File: src/rtl/wdog_pkg.sv
package wdog_pkg;
  localparam int RES_W     = 2;
  localparam int MULT_W    = 5;
  localparam int RES_SHIFT = 2;
  localparam int CFG_W     = 1 + MULT_W + RES_W;
  localparam int CNT_W     = MULT_W + RES_SHIFT * ((1 << RES_W) - 1);

  typedef struct packed {
    logic              steer;
    logic [MULT_W-1:0] mult;
    logic [RES_W-1:0]  res;
  } wd_cfg_t;

  function automatic logic [CNT_W-1:0] timeout_units(wd_cfg_t c);
    logic [CNT_W-1:0] m;
    m = CNT_W'(c.mult);
    return m << (RES_SHIFT * int'(c.res));
  endfunction
endpackage

File: src/rtl/wdog_regs.sv
module wdog_regs
  import wdog_pkg::*;
#(
  parameter int CTL_BIT = 6
) (
  input  logic             clk,
  input  logic             rst,
  input  logic             cfg_wr,
  input  logic             ctl_wr,
  input  logic [CFG_W-1:0] wr_data,
  input  logic             kick_rd,
  input  logic             expire,
  output wd_cfg_t          cfg_q,
  output logic             flag_q,
  output logic             ctl_q,
  output logic             load,
  output logic [CNT_W-1:0] load_val
);
  wd_cfg_t next_cfg;

  assign load     = cfg_wr | kick_rd;
  assign next_cfg = cfg_wr ? wd_cfg_t'(wr_data) : cfg_q;
  assign load_val = timeout_units(next_cfg);

  always_ff @(posedge clk) begin
    if (rst) begin
      cfg_q  <= '0;
      flag_q <= 1'b0;
      ctl_q  <= 1'b0;
    end else begin
      if (cfg_wr)                    cfg_q <= wd_cfg_t'(wr_data);
      else if (expire && cfg_q.steer) cfg_q <= '0;

      if (load)        flag_q <= 1'b0;
      else if (expire) flag_q <= 1'b1;

      if (expire && cfg_q.steer) ctl_q <= 1'b0;
      else if (ctl_wr)           ctl_q <= wr_data[CTL_BIT];
    end
  end

  // a restart leaves the flag low on the following cycle
  assert_flag_cleared_R6: assert property (@(posedge clk) disable iff (rst)
    load |=> !flag_q);
endmodule

File: src/rtl/wdog_counter.sv
module wdog_counter #(
  parameter int W = 11
) (
  input  logic         clk,
  input  logic         rst,
  input  logic         tick,
  input  logic         load,
  input  logic [W-1:0] load_val,
  output logic         expire
);
  logic [W-1:0] cnt_q;
  localparam logic [W-1:0] ONE = W'(1);

  assign expire = tick && !load && (cnt_q == ONE);

  always_ff @(posedge clk) begin
    if (rst)                      cnt_q <= '0;
    else if (load)                cnt_q <= load_val;
    else if (tick && cnt_q != '0) cnt_q <= cnt_q - ONE;
  end

  // without a load the count never rises
  assert_no_rise_R2: assert property (@(posedge clk) disable iff (rst)
    !load |=> (cnt_q <= $past(cnt_q)));
  // an idle counter cannot expire
  assert_idle_quiet_R8: assert property (@(posedge clk) disable iff (rst)
    (cnt_q == '0) |-> !expire);
endmodule

File: src/rtl/wdog_action.sv
module wdog_action (
  input  logic clk,
  input  logic rst,
  input  logic expire,
  input  logic steer,
  output logic irq_q,
  output logic rreq_q
);
  always_ff @(posedge clk) begin
    if (rst) begin
      irq_q  <= 1'b0;
      rreq_q <= 1'b0;
    end else begin
      irq_q  <= expire && !steer;
      rreq_q <= expire && steer;
    end
  end

  assert_irq_single_R4: assert property (@(posedge clk) disable iff (rst)
    irq_q |=> !irq_q);
  assert_rreq_single_R5: assert property (@(posedge clk) disable iff (rst)
    rreq_q |=> !rreq_q);
  assert_exclusive_R4: assert property (@(posedge clk) disable iff (rst)
    !(irq_q && rreq_q));
endmodule

File: src/rtl/wdog_steer.sv
module wdog_steer
  import wdog_pkg::*;
#(
  parameter int FLAG_BIT = 7,
  parameter int CTL_BIT  = 6
) (
  input  logic             clk,
  input  logic             rst,
  input  logic             tick_i,
  input  logic             cfg_wr_i,
  input  logic             ctl_wr_i,
  input  logic [CFG_W-1:0] wr_data_i,
  input  logic             flags_rd_i,
  output logic [CFG_W-1:0] cfg_o,
  output logic [7:0]       flags_o,
  output logic             ctl_o,
  output logic             irq_o,
  output logic             reset_req_o
);
  wd_cfg_t          cfg_q;
  logic             flag_q;
  logic             load;
  logic [CNT_W-1:0] load_val;
  logic             expire;

  wdog_regs #(.CTL_BIT(CTL_BIT)) u_regs (
    .clk(clk), .rst(rst), .cfg_wr(cfg_wr_i), .ctl_wr(ctl_wr_i),
    .wr_data(wr_data_i), .kick_rd(flags_rd_i), .expire(expire),
    .cfg_q(cfg_q), .flag_q(flag_q), .ctl_q(ctl_o),
    .load(load), .load_val(load_val)
  );

  wdog_counter #(.W(CNT_W)) u_cnt (
    .clk(clk), .rst(rst), .tick(tick_i), .load(load),
    .load_val(load_val), .expire(expire)
  );

  wdog_action u_act (
    .clk(clk), .rst(rst), .expire(expire), .steer(cfg_q.steer),
    .irq_q(irq_o), .rreq_q(reset_req_o)
  );

  assign cfg_o = cfg_q;

  always_comb begin
    flags_o           = '0;
    flags_o[FLAG_BIT] = flag_q;
  end

  // a reset request arrives together with cleared configuration and control
  assert_steer_clears_R5: assert property (@(posedge clk) disable iff (rst)
    reset_req_o |-> (cfg_o == '0 && !ctl_o));
  // every pulse is accompanied by the flag
  assert_pulse_has_flag_R3: assert property (@(posedge clk) disable iff (rst)
    (irq_o || reset_req_o) |-> flags_o[FLAG_BIT]);
  // the flag only rises together with a pulse
  assert_flag_rise_pulse_R3: assert property (@(posedge clk) disable iff (rst)
    $rose(flag_q) |-> (irq_o || reset_req_o));
endmodule

File: config.mk
export PLATFORM = sky130hd
export DESIGN_NAME = wdog_steer
export DESIGN_NICKNAME = d
export VERILOG_FILES = /design/src/rtl/wdog_pkg.sv /design/src/rtl/wdog_regs.sv /design/src/rtl/wdog_counter.sv /design/src/rtl/wdog_action.sv /design/src/rtl/wdog_steer.sv
export SDC_FILE = /design/constraint.sdc
export NUM_CORES = 1
export LEC_CHECK = 0
export BUFFER_PORTS_ARGS = -buffer_cell sky130_fd_sc_hd__buf_2
export CELL_PAD_IN_SITES_DETAIL_PLACEMENT = 1
export CELL_PAD_IN_SITES_GLOBAL_PLACEMENT = 2
export CORE_MARGIN = 2
export CORE_UTILIZATION = 31
export CTS_CLUSTER_DIAMETER = 120
export DETAILED_ROUTE_END_ITERATION = 8
export GPL_TIMING_DRIVEN = 0
export PLACE_DENSITY_LB_ADDON = 0.25
export SYNTH_ARGS = -nofsm -noshare
export SYNTH_HDL_FRONTEND = slang
export SYNTH_HIERARCHICAL = 1
export SYNTH_SLANG_ARGS = --single-unit
File: constraint.sdc
create_clock -name clk -period 2.8 [get_ports clk]
set_input_delay 0.84 -clock clk [delete_from_list [all_inputs] [get_ports clk]]
set_output_delay 0.84 -clock clk [all_outputs]
set_load 0.05 [all_outputs]
# After elaboration in Yosys (flattened, before gate mapping)
# Cells that the tools add are included.
# W data, S select, Z words.
[op_classes]
eq_ne = 1
shift = 1
muxes = 5
magnitude_cmp = 0
n_bitwise = 1
n_mul = 0
n_addsub = 1
div = 0
reduce_logical = 12
[op_table]
columns = ["cell", "n"]
rows = [
  ["$mux W11", 2],
  ["$mux W8", 2],
  ["$eq A11 B1 Y1 const B", 1],
  ["$reduce_bool A11 Y1", 1],
  ["$shl A5 B3 Y11", 1],
  ["$sub A11 B1 Y11 const B", 1],
  ["$mux W7", 1],
  ["$logic_and A1 B1 Y1", 5],
  ["$reduce_bool A2 Y1", 2],
  ["$reduce_or A2 Y1", 2],
  ["$logic_not A1 Y1", 2],
  ["$or A1 B1 Y1", 1],
]
[totals]
rom_bits = 0
in_bits = 14
ff_bits = 23
latch_bits = 0
mem_bits_rw = 0
elab_cells = 29
mem_count = 0

# Longest topological paths before layout
# Gate-level depths: netlist (run 1).
[depth]
depth_word = 7
mapped_depth = 9

# Modules after synthesis
# The synthesis (run 1) kept the hierarchy.
[by_module_without_submodules]
columns = ["mod", "instances", "cells_each", "area_per_inst_um2"]
rows = [
  ["wdog_counter", 1, 83, 726.9],
  ["wdog_regs", 1, 64, 549.3],
  ["wdog_steer", 1, 9, 63.8],
  ["wdog_action", 1, 4, 61.3],
]

# Worst setup path after synthesis (run 1)
# No wires, ideal clock.
[synth_timing]
path_type = "in2reg"
startpoint = "in cfg_wr_i"
endpoint = "reg u_regs/cfg_q[1] (netlist name)"
arrival_time_ps = 2498
path_buffers = 3
required_ps = 2664
slack_ps = 166
stages = 9
setup_time_ps = 136
path_cell_list = "buf_6 clkbuf_1 or2_2 inv_1 clkbuf_1 and4b_2 nand2_1 a21oi_1 nor3_1"
[synth_via]
elab_chain_cells = 6
elab_cells_between_ends = 7
classes_between = "1 x mux; 1 x bitwise; 5 x reduce/logical"
[synth_rtl]
columns = ["item", "line_no", "source"]
rows = [
  ["start, declared", "wdog_steer.sv:10", "input logic cfg_wr_i,"],
  ["$or A1 B1 Y1", "wdog_regs.sv:21", "assign load = cfg_wr | kick_rd;"],
  ["named net load", "wdog_steer.sv:22", "logic load;"],
  ["$logic_not A1 Y1", "wdog_counter.sv:14", "assign expire = tick && !load && (cnt_q == ONE);"],
  ["$logic_and A1 B1 Y1 (2 in series)", "wdog_counter.sv:14", ""],
  ["named net expire", "wdog_steer.sv:24", "logic expire;"],
  ["$logic_and A1 B1 Y1", "wdog_regs.sv:32", "else if (expire && cfg_q.steer) cfg_q <= '0;"],
  ["$reduce_bool A2 Y1 (no source line)", "-", ""],
]
# The timed path passes the listed nets, and every way through them passes these cells.
# A chain may end at the register's enable or synchronous reset.

# Worst setup path in the final report (run 1)
[layout_timing]
startpoint = "in cfg_wr_i"
endpoint = "reg u_regs/cfg_q[3] (netlist name)"
[layout_via]
elab_chain_cells = 6
elab_cells_between_ends = 7
classes_between = "1 x mux; 1 x bitwise; 5 x reduce/logical"
[layout_rtl]
columns = ["item", "line_no"]
rows = [
  ["$or A1 B1 Y1", "wdog_regs.sv:21"],
  ["named net load", "wdog_steer.sv:22"],
  ["$logic_not A1 Y1", "wdog_counter.sv:14"],
  ["$logic_and A1 B1 Y1 (2 in series)", "wdog_counter.sv:14"],
  ["named net expire", "wdog_steer.sv:24"],
  ["$logic_and A1 B1 Y1", "wdog_regs.sv:32"],
  ["$reduce_bool A2 Y1 (no source line)", "-"],
]
# The timed path passes the listed nets, and every way through them passes these cells.

==> results of run 1 <==
## layout by cell type (no fill, tap or decap), drive strengths merged, types with 2 or more instances in the layout
master / count
o21ai: 2
nor3b: 3
a211oi: 6
nor2: 14
a21oi: 14
nor4: 2
clkbuf: 7
nor3: 12
nand2: 7
mux2: 3
o22ai: 3
o31ai: 3
nand3: 2
nand2b: 4
dfxtp: 23
conb: 7
buf: 35
inv: 9
ha: 2
and4: 2
or4: 3
mux2i: 9
a221oi: 4
a311oi: 3
## critical path: cells and delay by family
kind                   cells  cell delay, ps
and+or+nand+nor            4            1040
buffers and inverters      3             690
AOI/OAI and AO/OA          1             190
## logic make-up after synthesis
logic type / count (synthesis) / synth area share, %
simple gates: 57 / 25.5
flops: 23 / 32.9
compound gates: 39 / 19.4
fa+ha+maj: 2 / 1.79
mux: 12 / 9.38
buf+inv: 25 / 10.2
xor+xnor: 1 / 0.625
other cells: 1 / 0.268
## cell type report
type | instances | share of cell area [%]
Timing Repair Buffer | 24 | 7.27
Buffer | 15 | 6.36
Inverter | 9 | 2.05
Tap cell | 52 | 3.94
Multi-Input combinational cell | 118 | 49.7
Clock inverter | 1 | 0.303
Clock buffer | 3 | 2.50
Sequential cell | 23 | 27.9
## worst max-delay path by stage
stage / endpoint / start / cells after the start
final: u_regs/cfg_q[3]$_SDFFE_PP0P_ / cfg_wr_i / 8
after global routing: u_regs/cfg_q[5]$_SDFFE_PP0P_ / cfg_wr_i / 8
after CTS: u_regs/cfg_q[5]$_SDFFE_PP0P_ / cfg_wr_i / 8
after detailed placement: u_regs/cfg_q[3]$_SDFFE_PP0P_ / cfg_wr_i / 9
after global placement: u_regs/cfg_q[1]$_SDFFE_PP0P_ / cfg_wr_i / 9
after floorplan: u_regs/cfg_q[1]$_SDFFE_PP0P_ / cfg_wr_i / 9
## state kept, by name, summed over array words and instances (netlist names)
signal	flops
u_act/rreq_q	1
u_cnt/cnt_q	11
u_regs/flag_q	1
u_regs/cfg_q	8
u_act/irq_q	1
u_regs/ctl_q	1
## routing by layer
metal	wire, µm	GRT usage (%)
met2	1770	25.8
met5	0	0
met3	149	3.80
met4	20	2.52
met1	1740	20.9
## power breakdown
| group | switching (mW) | leakage, nW | internal (mW) | total [mW] |
|---|---|---|---|---|
| registers | 0.0195 | 0.189 | 0.346 | 0.365 |
| logic | 0.159 | 0.498 | 0.0901 | 0.249 |
| clock network | 0.111 | 0.0255 | 0.0994 | 0.210 |
| total | 0.290 | 0.712 | 0.535 | 0.825 |
## stage by stage
stage                     setup slack, ps  hold slack (ps)  total power [mW]
final                                 190              501             0.825
after global routing                 35.8              526             0.879
after CTS                             190              507             0.839
after detailed placement             -313              493             0.622
after global placement               -254              475             0.615
after floorplan                       166              469             0.562
## timing repair
action,CTS,global route
resized for setup,0,0
buffers inserted,0,0
hold endpoints to repair,0,0
endpoints found under the setup margin,7,0
hold buffers,0,0
==> metrics.txt, run 1 <==
Port-buffer cells 24; Post-Place Cells 242; Worst Hold Class reg -> reg; TritonCTS clock tree done; Worst Path Arrival 2750 ps; FF-to-FF Start u_cnt/cnt_q[8]$_SDFFE_PP0P_; layout overhead on the synthesized area 17.9%; sequential area share after synthesis 32.9%; final cell count without fillers 245; Die Area 0.00507 mm²; first-pass iteration count of the detailed router 5; Leakage 0.712 nW; global-route wire length before repair 6270 µm; Setup violations, final 0; top cell type's share of synthesized area 32.9%; hold path startpoint u_regs/flag_q$_SDFFE_PP0P_; Tcrit/Tclk final 93.2%; setup TNS 0 ps; RSZ-0062 raised after global routing false; number of library cell types mapped by synthesis 47; max-cap viol count 0; share of layout cells above drive strength 1 27.5%; crit start category input pin; Area contributors post-synth dfxtp_1 (33%), mux2i_1 (6.4%), a21oi_1 (5.0%); Routed WL 3680 µm; Worst-Skew Late Latency 260 ps; Reg2Reg Depth 6; Overall Global Routing Usage 15.5%; asr flop ratio synth 0%; Hold Crit Depth 2; number of flops mapped to enable cells by yosys 0; I/O Pins 33; crit-path cells buf_6 -> clkbuf_1 -> or2_2 -> inv_1 -> and4b_2 -> nand2_1 -> a21oi_1 -> nor3_1; global route total overflow 0; Pwr Density 500 mW/mm²; clock tree buffer depth 2; YS warnings 6; CP max stage delay 400 ps; Routed WL per cell 15.0 µm; status finished, final reports clean; 1st-iter DRT viols 51; min cycle time layout 2610 ps; DP Area 0.00161 mm²; area of the multi-input gates 821 µm²; H-tree Lvls 1; Fillers 544; Die W 71.2 µm; sequential cell area 460 µm²; largest net degree at the start of global routing 14; CP max stage cell or2_2; Finished Core Util 37.9%; clk_skew 1.04 ps; worst vdd ir 278 µV; average size of a mapped cell 8.76 µm²; fmax 0.383 GHz; CTS sink cnt 23; main flop type after synthesis dfxtp_1; post-synthesis cell count 160; DP Wirelength 2850 µm; Root Buffer clkbuf_8; slew at the pin closest to its max-slew limit 557 ps; Initial Utilization 32.2%; Final nets 210; WS Path Type in -> reg; core area 0.00435 mm²; CP endpoint kind flop; Synth Register Bits 23; RePlAce Congestion 0.773; Clock Pin Slew Worst Setup and Hold Paths 80 ps; Final Hold Vio Count 0; final-report max-slew violation count 0; Antenna diodes 0; area leader, netlist dfxtp_1; Die Ht 71.2 µm; initial antenna violation count 0; crit path max fanout 13; setup slack, reg-to-reg 930 ps; Finished Cell Area 0.00165 mm²; Avg Vias per Cell 5.27; Rows 24; Critical Path RT 2940 ps; worst r2r dst u_regs/cfg_q[3]$_SDFFE_PP0P_; Vias 1291; vias in the first global route 1266; slew margin rel. 61.8%; synth cell count leaders dfxtp_1 (23), a21oi_1 (14), nor2_1 (14); Routed Antenna Nets 0; Worst Hold End u_regs/flag_q$_SDFFE_PP0P_; CTS Buf Count 3; Post-Syn Area 0.00140 mm²; top-count cell post-synth dfxtp_1; detailed-route DRC error count 0
(Power assumes the default switching activity.)
==> inputs of run 2 (changes only) <==
- RECOVER_POWER: unset -> 50
==> run 2 against run 1 <==
Net effect: first-iteration DRC count shrank 12%; power fell by 0.38%; die area unchanged; sequential power about the same; setup slack improved by 5.2 ps; clock skew barely moved; final cell count stayed put; maximum frequency increased by 0.20%; utilization is 0.49 points lower; non-clock buffer count did not move; critical path type unchanged; largest cell class unchanged; final area is 1.3% lower; sequential share of layout area increased by 0.36 points.
==> metrics.txt, run 2 (synthesis gave the netlist of run 1 again) <==
status finished, final reports clean (unchanged); Routed Antenna Nets 0 (unchanged); Final nets 210 (unchanged); WS Path Type in -> reg (unchanged); global-route wire length before repair 6270 µm (unchanged); crit path max fanout 13 (unchanged); Antenna diodes 0 (unchanged); clock tree buffer depth 2 (unchanged); Critical Path RT 2940 ps (about the same); Initial Utilization 32.2% (unchanged); most frequent cells in the layout dfxtp_1 (23), clkbuf_1 (16), nor2_1 (14), a21oi_1 (14), buf_2 (12) (was buf_2 (24), dfxtp_1 (23), nor2_1 (14), a21oi_1 (14), nor3_1 (11)); DP Wirelength 2850 µm (unchanged); Die Ht 71.2 µm (unchanged); RePlAce Congestion 0.773 (unchanged); Worst Hold Class reg -> reg (unchanged); vias in the first global route 1266 (unchanged); Overall Global Routing Usage 15.5% (unchanged); I/O Pins 33 (unchanged); Setup violations, final 0 (unchanged); final-report max-slew violation count 0 (unchanged); Worst Path Arrival 2740 ps (was 2750 ps); fmax 0.384 GHz (was 0.383 GHz); slew at the pin closest to its max-slew limit 608 ps (was 557 ps); core area 0.00435 mm² (unchanged); crit start category input pin (unchanged); Port-buffer cells 24 (unchanged); CTS Buf Count 3 (unchanged); CP endpoint kind flop (unchanged); setup slack, reg-to-reg 930 ps (about the same); clk_skew 1.06 ps (was 1.04 ps); global route total overflow 0 (unchanged); Routed WL per cell 15.1 µm (was 15.0 µm); Die Area 0.00507 mm² (unchanged); Fillers 546 (was 544); Die W 71.2 µm (unchanged); max-cap viol count 0 (unchanged); Top reg by flops u_cnt/cnt_q (unchanged); Routed WL 3710 µm (was 3680 µm); Post-Place Cells 242 (unchanged); commonest non-fill, non-tap cell in the layout dfxtp_1 (was buf_2); Leakage 0.663 nW (was 0.712 nW); Pwr Density 504 mW/mm² (was 500 mW/mm²); layout overhead on the synthesized area 16.3% (was 17.9%); 1st-iter DRT viols 45 (was 51); Worst-Skew Late Latency 260 ps (about the same); Total Power 0.822 mW (was 0.825 mW); first-pass iteration count of the detailed router 4 (was 5); slew margin rel. 59.7% (was 61.8%); TritonCTS clock tree done (unchanged); min cycle time layout 2600 ps (was 2610 ps); worst vdd ir 278 µV (about the same); initial antenna violation count 0 (unchanged); Largest regs u_cnt/cnt_q (11), u_regs/cfg_q (8) (unchanged); Avg Vias per Cell 5.29 (was 5.27); H-tree Lvls 1 (unchanged); share of layout cells above drive strength 1 20.7% (was 27.5%); Root Buffer clkbuf_8 (unchanged); CTS sink cnt 23 (unchanged); final cell count without fillers 245 (unchanged); Final Hold Vio Count 0 (unchanged); max FFs per register 11 (unchanged); Vias 1297 (was 1291); final worst setup slack 195 ps (was 190 ps); detailed-route DRC error count 0 (unchanged); Tcrit/Tclk final 93.0% (was 93.2%); largest net degree at the start of global routing 14 (unchanged); DP Worst Slack -313 ps (unchanged); Rows 24 (unchanged); Clock Pin Slew Worst Setup and Hold Paths 80 ps (about the same); RSZ-0062 raised after global routing false (unchanged)
[run 2: timing repair]
| item | CTS | global route |
|---|---|---|
| hold buffers | 0 | 0 |
| gates resized for setup | 0 | 0 |
| buffers inserted | 0 | 0 |
| setup endpoints to repair | 7 | 0 |
[run 2: final cells by class]
cell class,instances,area (µm²),area share (%)
timing repair buffer,24,105,6.45
clock buffer,3,41.3,2.53
tap,52,65.1,3.99
sequential,23,460,28.2
multi-input combinational,118,815,50.0
clock inverter,1,5.00,0.307
buffer,15,105,6.45
inverter,9,33.8,2.07
[run 2: stage by stage]
stage	instance area [µm²]	TNS [ps]	hold slack [ps]	util, %
5_1_grt	1630	0	526	37.4
4_1_cts	1650	0	507	37.9
2_1_floorplan	1420	0	469	-
3_3_place_gp	1610	-1780	475	37.0
6_report	1630	0	501	37.4
3_5_place_dp	1610	-2190	493	37.0
[run 2: path summary, 6_finish.rpt]
| check | start | to | depth (start not counted) |
|---|---|---|---|
| setup / recovery | cfg_wr_i | u_regs/cfg_q[3]$_SDFFE_PP0P_ | 8 |
| hold / removal | u_regs/flag_q$_SDFFE_PP0P_ | u_regs/flag_q$_SDFFE_PP0P_ | 2 |
| setup reg to reg | u_cnt/cnt_q[8]$_SDFFE_PP0P_ | u_regs/cfg_q[3]$_SDFFE_PP0P_ | 6 |
| hold reg to reg | u_regs/flag_q$_SDFFE_PP0P_ | u_regs/flag_q$_SDFFE_PP0P_ | 2 |
[run 2: per-layer routing]
layer / part of all wire [%] / vias up / wire length [µm] / track usage [%]
li1: - / 642 / - / -
met2: 48 / 25 / 1770 / 25.8
met5: 0 / - / 0 / 0
met4: 0.54 / 0 / 20 / 2.52
met3: 4.1 / 2 / 151 / 3.80
met1: 48 / 628 / 1770 / 20.9
[run 2: critical path: stages]
cell      delay, ps
buf_6           130
clkbuf_1        230
or2_2           390
inv_1           320
and4b_2         380
nand2_1         200
a21oi_1         190
nor3_1           60
[run 2: power by group]
group,switching (mW),internal (mW),leakage (nW)
sequential,0.0197,0.346,0.189
combinational,0.159,0.0872,0.448
clock,0.111,0.0994,0.0255
total,0.289,0.533,0.663
